## src/rtl/wdog_pkg.sv

```systemverilog
package wdog_pkg;

    typedef enum logic [1:0] {
        ACT_NONE  = 2'd0,
        ACT_IRQ   = 2'd1,
        ACT_NMI   = 2'd2,
        ACT_RESET = 2'd3
    } wdog_act_e;

    localparam int CTRL_OFS  = 'h00;
    localparam int TIMER_OFS = 'h04;

endpackage

```

## src/rtl/wdog_load_pipe.sv

```systemverilog
module wdog_load_pipe #(
    parameter int DW  = 32,
    parameter int LAT = 4
) (
    input  logic          clk,
    input  logic          rst_n,
    input  logic          in_vld,
    input  logic [DW-1:0] in_dat,
    output logic          out_vld,
    output logic [DW-1:0] out_dat
);

    generate
        if (LAT == 0) begin : g_bypass
            assign out_vld = in_vld;
            assign out_dat = in_dat;
        end else begin : g_pipe
            typedef struct packed {
                logic          vld;
                logic [DW-1:0] dat;
            } stage_t;

            stage_t [LAT-1:0] st_d, st_q;

            always_comb begin
                st_d[0] = '{vld: in_vld, dat: in_dat};
                for (int i = 1; i < LAT; i++) begin
                    st_d[i] = st_q[i-1];
                end
            end

            always_ff @(posedge clk or negedge rst_n) begin
                if (!rst_n) st_q <= '0;
                else        st_q <= st_d;
            end

            assign out_vld = st_q[LAT-1].vld;
            assign out_dat = st_q[LAT-1].dat;
        end
    endgenerate

endmodule

```

## src/rtl/wdog_counter.sv

```systemverilog
module wdog_counter
    import wdog_pkg::*;
#(
    parameter int DW = 32
) (
    input  logic          clk,
    input  logic          rst_n,
    input  wdog_act_e     act,
    input  logic          load_vld,
    input  logic [DW-1:0] load_val,
    output logic [DW-1:0] cnt_o,
    output logic          zero_o
);

    typedef struct packed {
        logic [DW-1:0] cnt;
    } cnt_state_t;

    cnt_state_t s_d, s_q;

    always_comb begin
        s_d = s_q;
        if (load_vld) begin
            s_d.cnt = load_val;
        end else if (act != ACT_NONE && s_q.cnt != '0) begin
            s_d.cnt = s_q.cnt - DW'(1);
        end
    end

    always_ff @(posedge clk or negedge rst_n) begin
        if (!rst_n) s_q <= '0;
        else        s_q <= s_d;
    end

    assign cnt_o  = s_q.cnt;
    assign zero_o = (s_q.cnt == '0);

    a_r3_load_lands: assert property (@(posedge clk) disable iff (!rst_n)
        load_vld |=> cnt_o == $past(load_val));

    a_r4_step_down: assert property (@(posedge clk) disable iff (!rst_n)
        (!load_vld && act != ACT_NONE && !zero_o) |=> cnt_o == $past(cnt_o) - DW'(1));

    a_r4_idle_hold: assert property (@(posedge clk) disable iff (!rst_n)
        (!load_vld && act == ACT_NONE) |=> $stable(cnt_o));

    a_r5_zero_sticks: assert property (@(posedge clk) disable iff (!rst_n)
        (!load_vld && zero_o) |=> zero_o);

endmodule

```

## src/rtl/wdog_expiry.sv

```systemverilog
module wdog_expiry
    import wdog_pkg::*;
#(
    parameter int PULSE_LEN = 16
) (
    input  logic      clk,
    input  logic      rst_n,
    input  logic      por_n,
    input  wdog_act_e act,
    input  logic      zero,
    output logic      irq_o,
    output logic      nmi_o,
    output logic      rst_req_o,
    output logic      cause_o
);

    localparam int PW = $clog2(PULSE_LEN + 1);

    typedef struct packed {
        logic          fire_prev;
        logic [PW-1:0] pulse;
    } exp_state_t;

    exp_state_t s_d, s_q;
    logic       cause_d, cause_q;
    logic       fire, fire_evt;

    always_comb begin
        fire     = zero && (act == ACT_RESET);
        fire_evt = fire && !s_q.fire_prev;
        s_d.fire_prev = fire;
        if (fire_evt)               s_d.pulse = PW'(PULSE_LEN);
        else if (s_q.pulse != '0)   s_d.pulse = s_q.pulse - PW'(1);
        else                        s_d.pulse = '0;
        cause_d = cause_q | fire_evt;
    end

    always_ff @(posedge clk or negedge rst_n) begin
        if (!rst_n) s_q <= '0;
        else        s_q <= s_d;
    end

    always_ff @(posedge clk or negedge por_n) begin
        if (!por_n) cause_q <= 1'b0;
        else        cause_q <= cause_d;
    end

    assign irq_o     = zero && (act == ACT_IRQ);
    assign nmi_o     = zero && (act == ACT_NMI);
    assign rst_req_o = (s_q.pulse != '0);
    assign cause_o   = cause_q;

    // checker state: length of the current request run
    int unsigned hi_run;
    always_ff @(posedge clk or negedge rst_n) begin
        if (!rst_n)         hi_run <= 0;
        else if (rst_req_o) hi_run <= hi_run + 1;
        else                hi_run <= 0;
    end

    a_r8_pulse_len: assert property (@(posedge clk) disable iff (!rst_n)
        $fell(rst_req_o) |-> hi_run == PULSE_LEN);

    a_r8_pulse_start: assert property (@(posedge clk) disable iff (!rst_n)
        $rose(rst_req_o) |-> ($past(zero) && $past(act) == ACT_RESET));

    a_r9_cause_sticky: assert property (@(posedge clk) disable iff (!por_n)
        cause_o |=> cause_o);

endmodule

```

## src/rtl/action_watchdog.sv

```systemverilog
module action_watchdog
    import wdog_pkg::*;
#(
    parameter int DW        = 32,
    parameter int ADDR_W    = 8,
    parameter int LOAD_LAT  = 4,
    parameter int PULSE_LEN = 16
) (
    input  logic              clk,
    input  logic              rst_n,
    input  logic              por_n,
    input  logic [ADDR_W-1:0] bus_addr,
    input  logic              bus_we,
    input  logic [DW-1:0]     bus_wdata,
    output logic [DW-1:0]     bus_rdata,
    output logic              irq_o,
    output logic              nmi_o,
    output logic              chip_rst_req_o
);

    localparam logic [ADDR_W-1:0] CTRL_ADDR  = ADDR_W'(CTRL_OFS);
    localparam logic [ADDR_W-1:0] TIMER_ADDR = ADDR_W'(TIMER_OFS);

    typedef struct packed {
        wdog_act_e act;
    } ctrl_state_t;

    ctrl_state_t r_d, r_q;
    logic        sel_ctrl, sel_timer;
    logic        ld_vld;
    logic [DW-1:0] ld_val;
    logic [DW-1:0] count;
    logic        zero;
    logic        cause;

    always_comb begin
        sel_ctrl  = bus_we && (bus_addr == CTRL_ADDR);
        sel_timer = bus_we && (bus_addr == TIMER_ADDR);
        r_d = r_q;
        if (sel_ctrl) r_d.act = wdog_act_e'(bus_wdata[1:0]);
    end

    always_ff @(posedge clk or negedge rst_n) begin
        if (!rst_n) r_q <= '{act: ACT_NONE};
        else        r_q <= r_d;
    end

    wdog_load_pipe #(.DW(DW), .LAT(LOAD_LAT)) u_pipe (
        .clk     (clk),
        .rst_n   (rst_n),
        .in_vld  (sel_timer),
        .in_dat  (bus_wdata),
        .out_vld (ld_vld),
        .out_dat (ld_val)
    );

    wdog_counter #(.DW(DW)) u_cnt (
        .clk      (clk),
        .rst_n    (rst_n),
        .act      (r_q.act),
        .load_vld (ld_vld),
        .load_val (ld_val),
        .cnt_o    (count),
        .zero_o   (zero)
    );

    wdog_expiry #(.PULSE_LEN(PULSE_LEN)) u_exp (
        .clk       (clk),
        .rst_n     (rst_n),
        .por_n     (por_n),
        .act       (r_q.act),
        .zero      (zero),
        .irq_o     (irq_o),
        .nmi_o     (nmi_o),
        .rst_req_o (chip_rst_req_o),
        .cause_o   (cause)
    );

    always_comb begin
        bus_rdata = '0;
        if (bus_addr == CTRL_ADDR) begin
            bus_rdata[1:0]  = r_q.act;
            bus_rdata[DW-1] = cause;
        end else if (bus_addr == TIMER_ADDR) begin
            bus_rdata = count;
        end
    end

    a_r2_ctrl_write: assert property (@(posedge clk) disable iff (!rst_n)
        sel_ctrl |=> r_q.act == wdog_act_e'($past(bus_wdata[1:0])));

    a_r11_other_write: assert property (@(posedge clk) disable iff (!rst_n)
        (bus_we && bus_addr != CTRL_ADDR) |=> $stable(r_q.act));

endmodule

```

## config.mk

```make
export PLATFORM = sky130hd
export DESIGN_NAME = action_watchdog
export DESIGN_NICKNAME = d
export VERILOG_FILES = /design/src/rtl/wdog_pkg.sv /design/src/rtl/wdog_load_pipe.sv /design/src/rtl/wdog_counter.sv /design/src/rtl/wdog_expiry.sv /design/src/rtl/action_watchdog.sv
export SDC_FILE = /design/constraint.sdc
export NUM_CORES = 1
export LEC_CHECK = 0
export CAP_MARGIN = 20
export CELL_PAD_IN_SITES_DETAIL_PLACEMENT = 1
export CELL_PAD_IN_SITES_GLOBAL_PLACEMENT = 1
export CORE_MARGIN = 4
export CORE_UTILIZATION = 40
export DETAILED_ROUTE_END_ITERATION = 12
export PLACE_DENSITY = 0.76
export SLEW_MARGIN = 10
export SYNTH_ARGS = -nofsm -noshare
export SYNTH_HDL_FRONTEND = slang
export SYNTH_HIERARCHICAL = 1
export SYNTH_SLANG_ARGS = --single-unit
```

## constraint.sdc

```tcl
create_clock -name clk -period 3.35 [get_ports clk]
set_clock_uncertainty 0.2 [all_clocks]
set_input_delay 0.8375 -clock clk [delete_from_list [all_inputs] [get_ports clk]]
set_output_delay 0.8375 -clock clk [all_outputs]
set_load 0.1 [all_outputs]
```

After elaboration in Yosys (flattened, before gate mapping)
Cells that the tools add are included.
{"block": "word_totals", "word_cells": 42, "ff_bits": 173}
{"block": "op_classes", "n_addsub": 2, "bitwise": 1, "n_eq_ne": 4, "mux": 8, "n_reduce_logical": 14}
{"operator": "32-bit 2-to-1 mux", "count": 3}
{"operator": "32-bit zero test", "count": 1}
{"operator": "32-bit nonzero test", "count": 1}
{"operator": "32-bit by 1-bit subtractor with 32-bit output (second input constant)", "count": 1}
{"operator": "29-bit 2-to-1 mux", "count": 1}
{"operator": "5-bit 2-to-1 mux", "count": 2}
{"operator": "8-bit by 3-bit == test with 1-bit output (second input constant)", "count": 1}
{"operator": "8-bit zero test", "count": 1}
{"operator": "1-bit logical AND", "count": 7}
{"operator": "5-bit nonzero test", "count": 1}
{"operator": "5-bit by 1-bit subtractor with 5-bit output (second input constant)", "count": 1}
{"operator": "2-bit == test (second input constant)", "count": 2}
{"operator": "2-bit nonzero test", "count": 2}
{"operator": "2-bit by 1-bit == test with 1-bit output (second input constant)", "count": 1}
{"operator": "2-bit 2-to-1 mux", "count": 1}
{"operator": "1-bit zero test", "count": 1}
{"operator": "1-bit 2-to-1 mux", "count": 1}
{"operator": "1-bit bitwise OR", "count": 1}

Logic depth before layout (Yosys ltp)
{"block": "depth", "word_depth": 4, "depth_mapped": 10}

By module
The synthesis kept the hierarchy.
{"module": "wdog_load_pipe", "n_inst": 1, "cells_per_inst": 132, "seq_area_each_um2": 3303.2, "area_each_um2": 3303.2}
{"module": "wdog_counter", "n_inst": 1, "cells_per_inst": 234, "seq_area_each_um2": 800.8, "area_each_um2": 2009.4}
{"module": "action_watchdog", "n_inst": 1, "cells_per_inst": 48, "seq_area_each_um2": 50.0, "area_each_um2": 385.4}
{"module": "wdog_expiry", "n_inst": 1, "cells_per_inst": 28, "seq_area_each_um2": 175.2, "area_each_um2": 324.1}

Worst setup path before layout
OpenSTA, ideal clock, no wires.
{"block": "synth_timing", "kind": "reg2out", "startpoint": "register u_cnt.s_q (netlist bit u_cnt/cnt_o[0])", "endpoint": "output irq_o", "path_stages_with_launch": 10, "arrival_time_ps": 3404, "slack_ps": -1092, "path_buffers": 2, "required_ps": 2312, "cell_sequence": "dfrtp_1 inv_1 ha_1 nor4b_1 and3_1 and3_1 buf_2 buf_2 nand2_1 nor2_1"}
{"block": "synth_via", "elab_chain_len": 2}
{"element": "start: declaration", "line": "wdog_counter.sv:19", "source": "cnt_state_t s_d, s_q;"}
{"element": "start signal: assignment", "line": "wdog_counter.sv:31", "source": "if (!rst_n) s_q <= '0;"}
{"element": "start signal: assignment", "line": "wdog_counter.sv:32", "source": "else s_q <= s_d;"}
{"element": "32-bit zero test", "line": "wdog_counter.sv:36", "source": "assign zero_o = (s_q.cnt == '0);"}
{"element": "net zero", "line": "action_watchdog.sv:33", "source": "logic zero;"}
{"element": "1-bit logical AND", "line": "wdog_expiry.sv:48", "source": "assign irq_o = zero && (act == ACT_IRQ);"}
{"element": "end: declaration", "line": "action_watchdog.sv:16", "source": "output logic irq_o,"}
The timed path passes the listed nets, and every way through them passes these cells.

Worst setup path in the final report
{"block": "layout_timing", "startpoint": "input bus_addr[2]", "endpoint": "output bus_rdata[24]"}
{"block": "layout_via", "elab_chain_len": 3, "elab_cells_between_ends": 4, "cone_classes": "eq/ne: 1; mux: 2; reduce/logical: 1"}
{"element": "start: declaration", "line": "action_watchdog.sv:12", "source": "input logic [ADDR_W-1:0] bus_addr,"}
{"element": "8-bit by 3-bit == test with 1-bit output", "line": "action_watchdog.sv:84", "source": "end else if (bus_addr == TIMER_ADDR) begin"}
{"element": "32-bit 2-to-1 mux", "line": "action_watchdog.sv:84"}
{"element": "29-bit 2-to-1 mux *", "line": "action_watchdog.sv:81", "source": "if (bus_addr == CTRL_ADDR) begin"}
{"element": "end: declaration", "line": "action_watchdog.sv:15", "source": "output logic [DW-1:0] bus_rdata,"}
Every way passes the cells marked *; elsewhere a longest branch is shown, timed or not.

==> results_dict.tcl <==
set metrics [dict create \
    synth_async_sr_flop_share_pct 100 \
    dp.cells 704 \
    synth-compound-area-share_pct 6.61 \
    cts_sinks 173 \
    yosysWarnings 6 \
    hp-class "reg2reg" \
    cts_max_level 4 \
    rsz0062_at_grt "false" \
    synth_fp_nets 488 \
    area_delta_synth_final_pct 39.3 \
    power_mw 5.96 \
    num-fill-cells 1406 \
    fin_crit_sh_pct 98.0 \
    synth.area.mux_share_pct 0.873 \
    critPathKind "in2out" \
    max_slew_margin_pct 34.5 \
    grt_max_degree 71 \
    p_leak_nw 3.59 \
    worst_skew_pair.late_latency_ps 420 \
    ys_seq_area_share_pct 71.9 \
    fin_cells 749 \
    drc 0 \
    pre_cts_slack_ps -81.0 \
    clockRootBuffer "clkbuf_16" \
    crit_chain "clkdlybuf4s50_1 > and3_4 > clkbuf_16 > and2_4 > buf_12" \
    ctsLongestPathBuffers 2 \
    gp_congestion 0.859 \
    num_rows 44 \
    arrival_ps 2240 \
    tritoncts "yes" \
    crit_fanout 6 \
    yosys_register_bits 173 \
    dpl.hpwl_mm 9.11 \
    tightest_slew_ps 982 \
    vias 3951 \
    grt_pass1_wl_mm 23.1 \
    timing.fmax_mhz 305 \
    clkPwrFrac_pct 32.7 \
    synth_top_family_by_area "simple AND/OR/NAND/NOR gates" \
    p_switching_mw 1.82 \
    cp_slowest_cell "clkdlybuf4s50_1" \
    vias_per_cell 5.28 \
    netlist_area_um2 6020 \
    p_int_mw 4.13 \
    final-setup-viol-count 0 \
    synth_ff_type "dfrtp_1" \
    chipHeight_um 131 \
    final.setup.worst_slack_ps 68.4 \
    drt_iter0_markers 256 \
    max_stage_delay_ps 510 \
    synth_xor_area_share_pct 1.89 \
    wl_mm 14.5 \
    period_needed_ps 3280 \
    grt_overflow_total 0 \
    postRouteAntennaNets 0 \
    synth_adder_area_share_pct 0.416 \
    drtPass1Iterations 4 \
    max_cap_violations 0 \
    final-hold-violation-count 0 \
    required_ps 2310 \
    track_usage_pct 17.9 \
    cp-end-kind "primary output" \
    synth_edf_count 0 \
    core_area_um2 14600 \
    seq_area_um2 4330 \
    p_per_area_nw_per_um2 710 \
    grt_pass1_vias 4311 \
    start_util_pct 41.1 \
    numCtsBuffers 17 \
    io_pins 79 \
    syn_area_per_cell_um2 13.6 \
    synth_cell_type_count 53 \
    die_area_um2 17100 \
    p_sw_share_pct 30.6 \
    start_kind "primary input" \
    wl_per_cell_um 19.3 \
    clkTransAtPathRegs_ps 60 \
    hold_slack_ps 143 \
    yosys.area_share.simple_pct 16.4 \
    drv_slew 0 \
    ir_drop_mv 0.389 \
    pwr-share-comb_pct 22.8 \
    syn_inst 442 \
    drive_above_1_share_pct 28.0 \
    status "finished clean" \
    multiInputGateArea_um2 1740 \
    diodes 0 \
    port_buffers 78 \
    die_x_um 131 \
    antenna_found_initial 0 \
    nets 598 \
    seq_power_share_pct 44.5 \
    postCtsHoldBufs 0 \
]
power groups by stage:
stage	sequential (mW)	clock, mW	combinational (mW)
3_3_place_gp	2.63	0	1.11
6_report	2.65	1.95	1.36
5_1_grt	2.70	2.11	1.49
4_1_cts	2.64	2.00	1.27
2_1_floorplan	2.57	0	0.752
3_5_place_dp	2.66	0	1.18
cells in the final DEF, fill, tap and decap left out, types with 4 or more instances in the layout:
cell             count
clkdlybuf4s50_1     35
clkbuf_16           19
o31ai_1              8
buf_12              37
nor2_1              23
nand4_1              7
clkbuf_8             4
inv_1                7
a31oi_1             13
or3_1                5
o211ai_1             4
and2_4              29
nor3_1               8
dfrtp_1            170
nand2_1             30
nand3_1              9
or4_1               13
buf_4               23
nor4_1               6
o21ai_0             13
or4_4                4
xnor2_1             13
routing by layer:
layer  global-route usage [%]  up-vias  wire length, um
met4                     6.41        0              280
met2                     29.6      113             7470
li1                         -     1795                -
met1                     22.8     2020             6000
met3                     4.80       23              734
met5                        0        -                0
cells by family after synthesis:
kind of cell | count (synthesis)
DFF | 173
and+or+nand+nor | 168
AOI/OAI and AO/OA | 57
buffers and inverters | 24
xor gates and xnor gates | 13
muxes | 5
adders and majority gates | 2
synth_stat cells (3+ instances only):
cell / n / area, um2
a211oi_1: 3 / 22.5
a31oi_1: 13 / 81.3
and2_1: 32 / 200
and3_1: 3 / 18.8
buf_6: 3 / 33.8
clkbuf_1: 11 / 41.3
dfrtp_1: 173 / 4330
inv_1: 7 / 26.3
mux2i_1: 3 / 30.0
nand2_1: 31 / 116
nand3_1: 9 / 45.0
nand4_1: 7 / 43.8
nor2_1: 24 / 90.1
nor3_1: 10 / 50.1
nor4_1: 8 / 50.1
o211ai_1: 4 / 30.0
o21ai_0: 13 / 65.1
o311ai_0: 3 / 26.3
o31ai_1: 8 / 60.1
or2_2: 3 / 18.8
or3_1: 5 / 31.3
or4_1: 15 / 113
or4_2: 3 / 26.3
xnor2_1: 13 / 114
worst paths after layout:
| kind | slack [ps] | start | end | depth (start not counted) |
|---|---|---|---|---|
| min in group asynchronous | 200 | rst_n | u_pipe/g_pipe.st_d[82] | 1 |
| max in group asynchronous | 2010 | rst_n | u_cnt/cnt_o[14] | 2 |
| worst max-delay path | 70 | bus_addr[2] | bus_rdata[24] | 5 |
| worst max register to register | 440 | u_cnt/cnt_o[2] | u_cnt/cnt_o[23] | 5 |
| worst min-delay path | 140 | u_pipe/g_pipe.st_d[93] | u_pipe/g_pipe.st_d[126] | 0 |
| worst min register to register | 140 | u_pipe/g_pipe.st_d[93] | u_pipe/g_pipe.st_d[126] | 0 |
registers in the layout (all words and copies together) (netlist names):
| name | cells |
|---|---|
| u_cnt/cnt_o | 32 |
| r_q | 2 |
| u_pipe/out_dat | 32 |
| u_pipe/out_vld | 1 |
| u_pipe/g_pipe.st_d | 99 |
| u_exp/cause_o | 1 |
| u_exp/s_q | 6 |
worst max-delay path: cells and delay by family:
family / cells / cell delay [ps]
simple gates: 2 / 510
buf+inv: 3 / 880
cell type report:
class                           count  area share (%)
Timing Repair Buffer              108            17.4
Tap cell                          184            2.74
Clock buffer                       24            5.86
Inverter                            7           0.313
Multi-Input combinational cell    245            20.8
Clock inverter                      8            1.25
Sequential cell                   173            51.6
per-stage QoR:
step           instance area, um2  setup TNS [ps]  util, %
2_1_floorplan                6040            -711        -
3_3_place_gp                 7470           -1010     51.0
3_5_place_dp                 7470           -1590     51.0
4_1_cts                      8260               0     56.4
5_1_grt                      8390               0     57.3
6_report                     8390               0     57.3
repair_timing:
action	in CTS	in global routing
pin swaps	5	3
cloned	2	2
gates resized for setup	48	12
setup buffers	3	6
setup endpoints to repair	31	31
No activity file was read; power rests on OpenSTA's default activity.
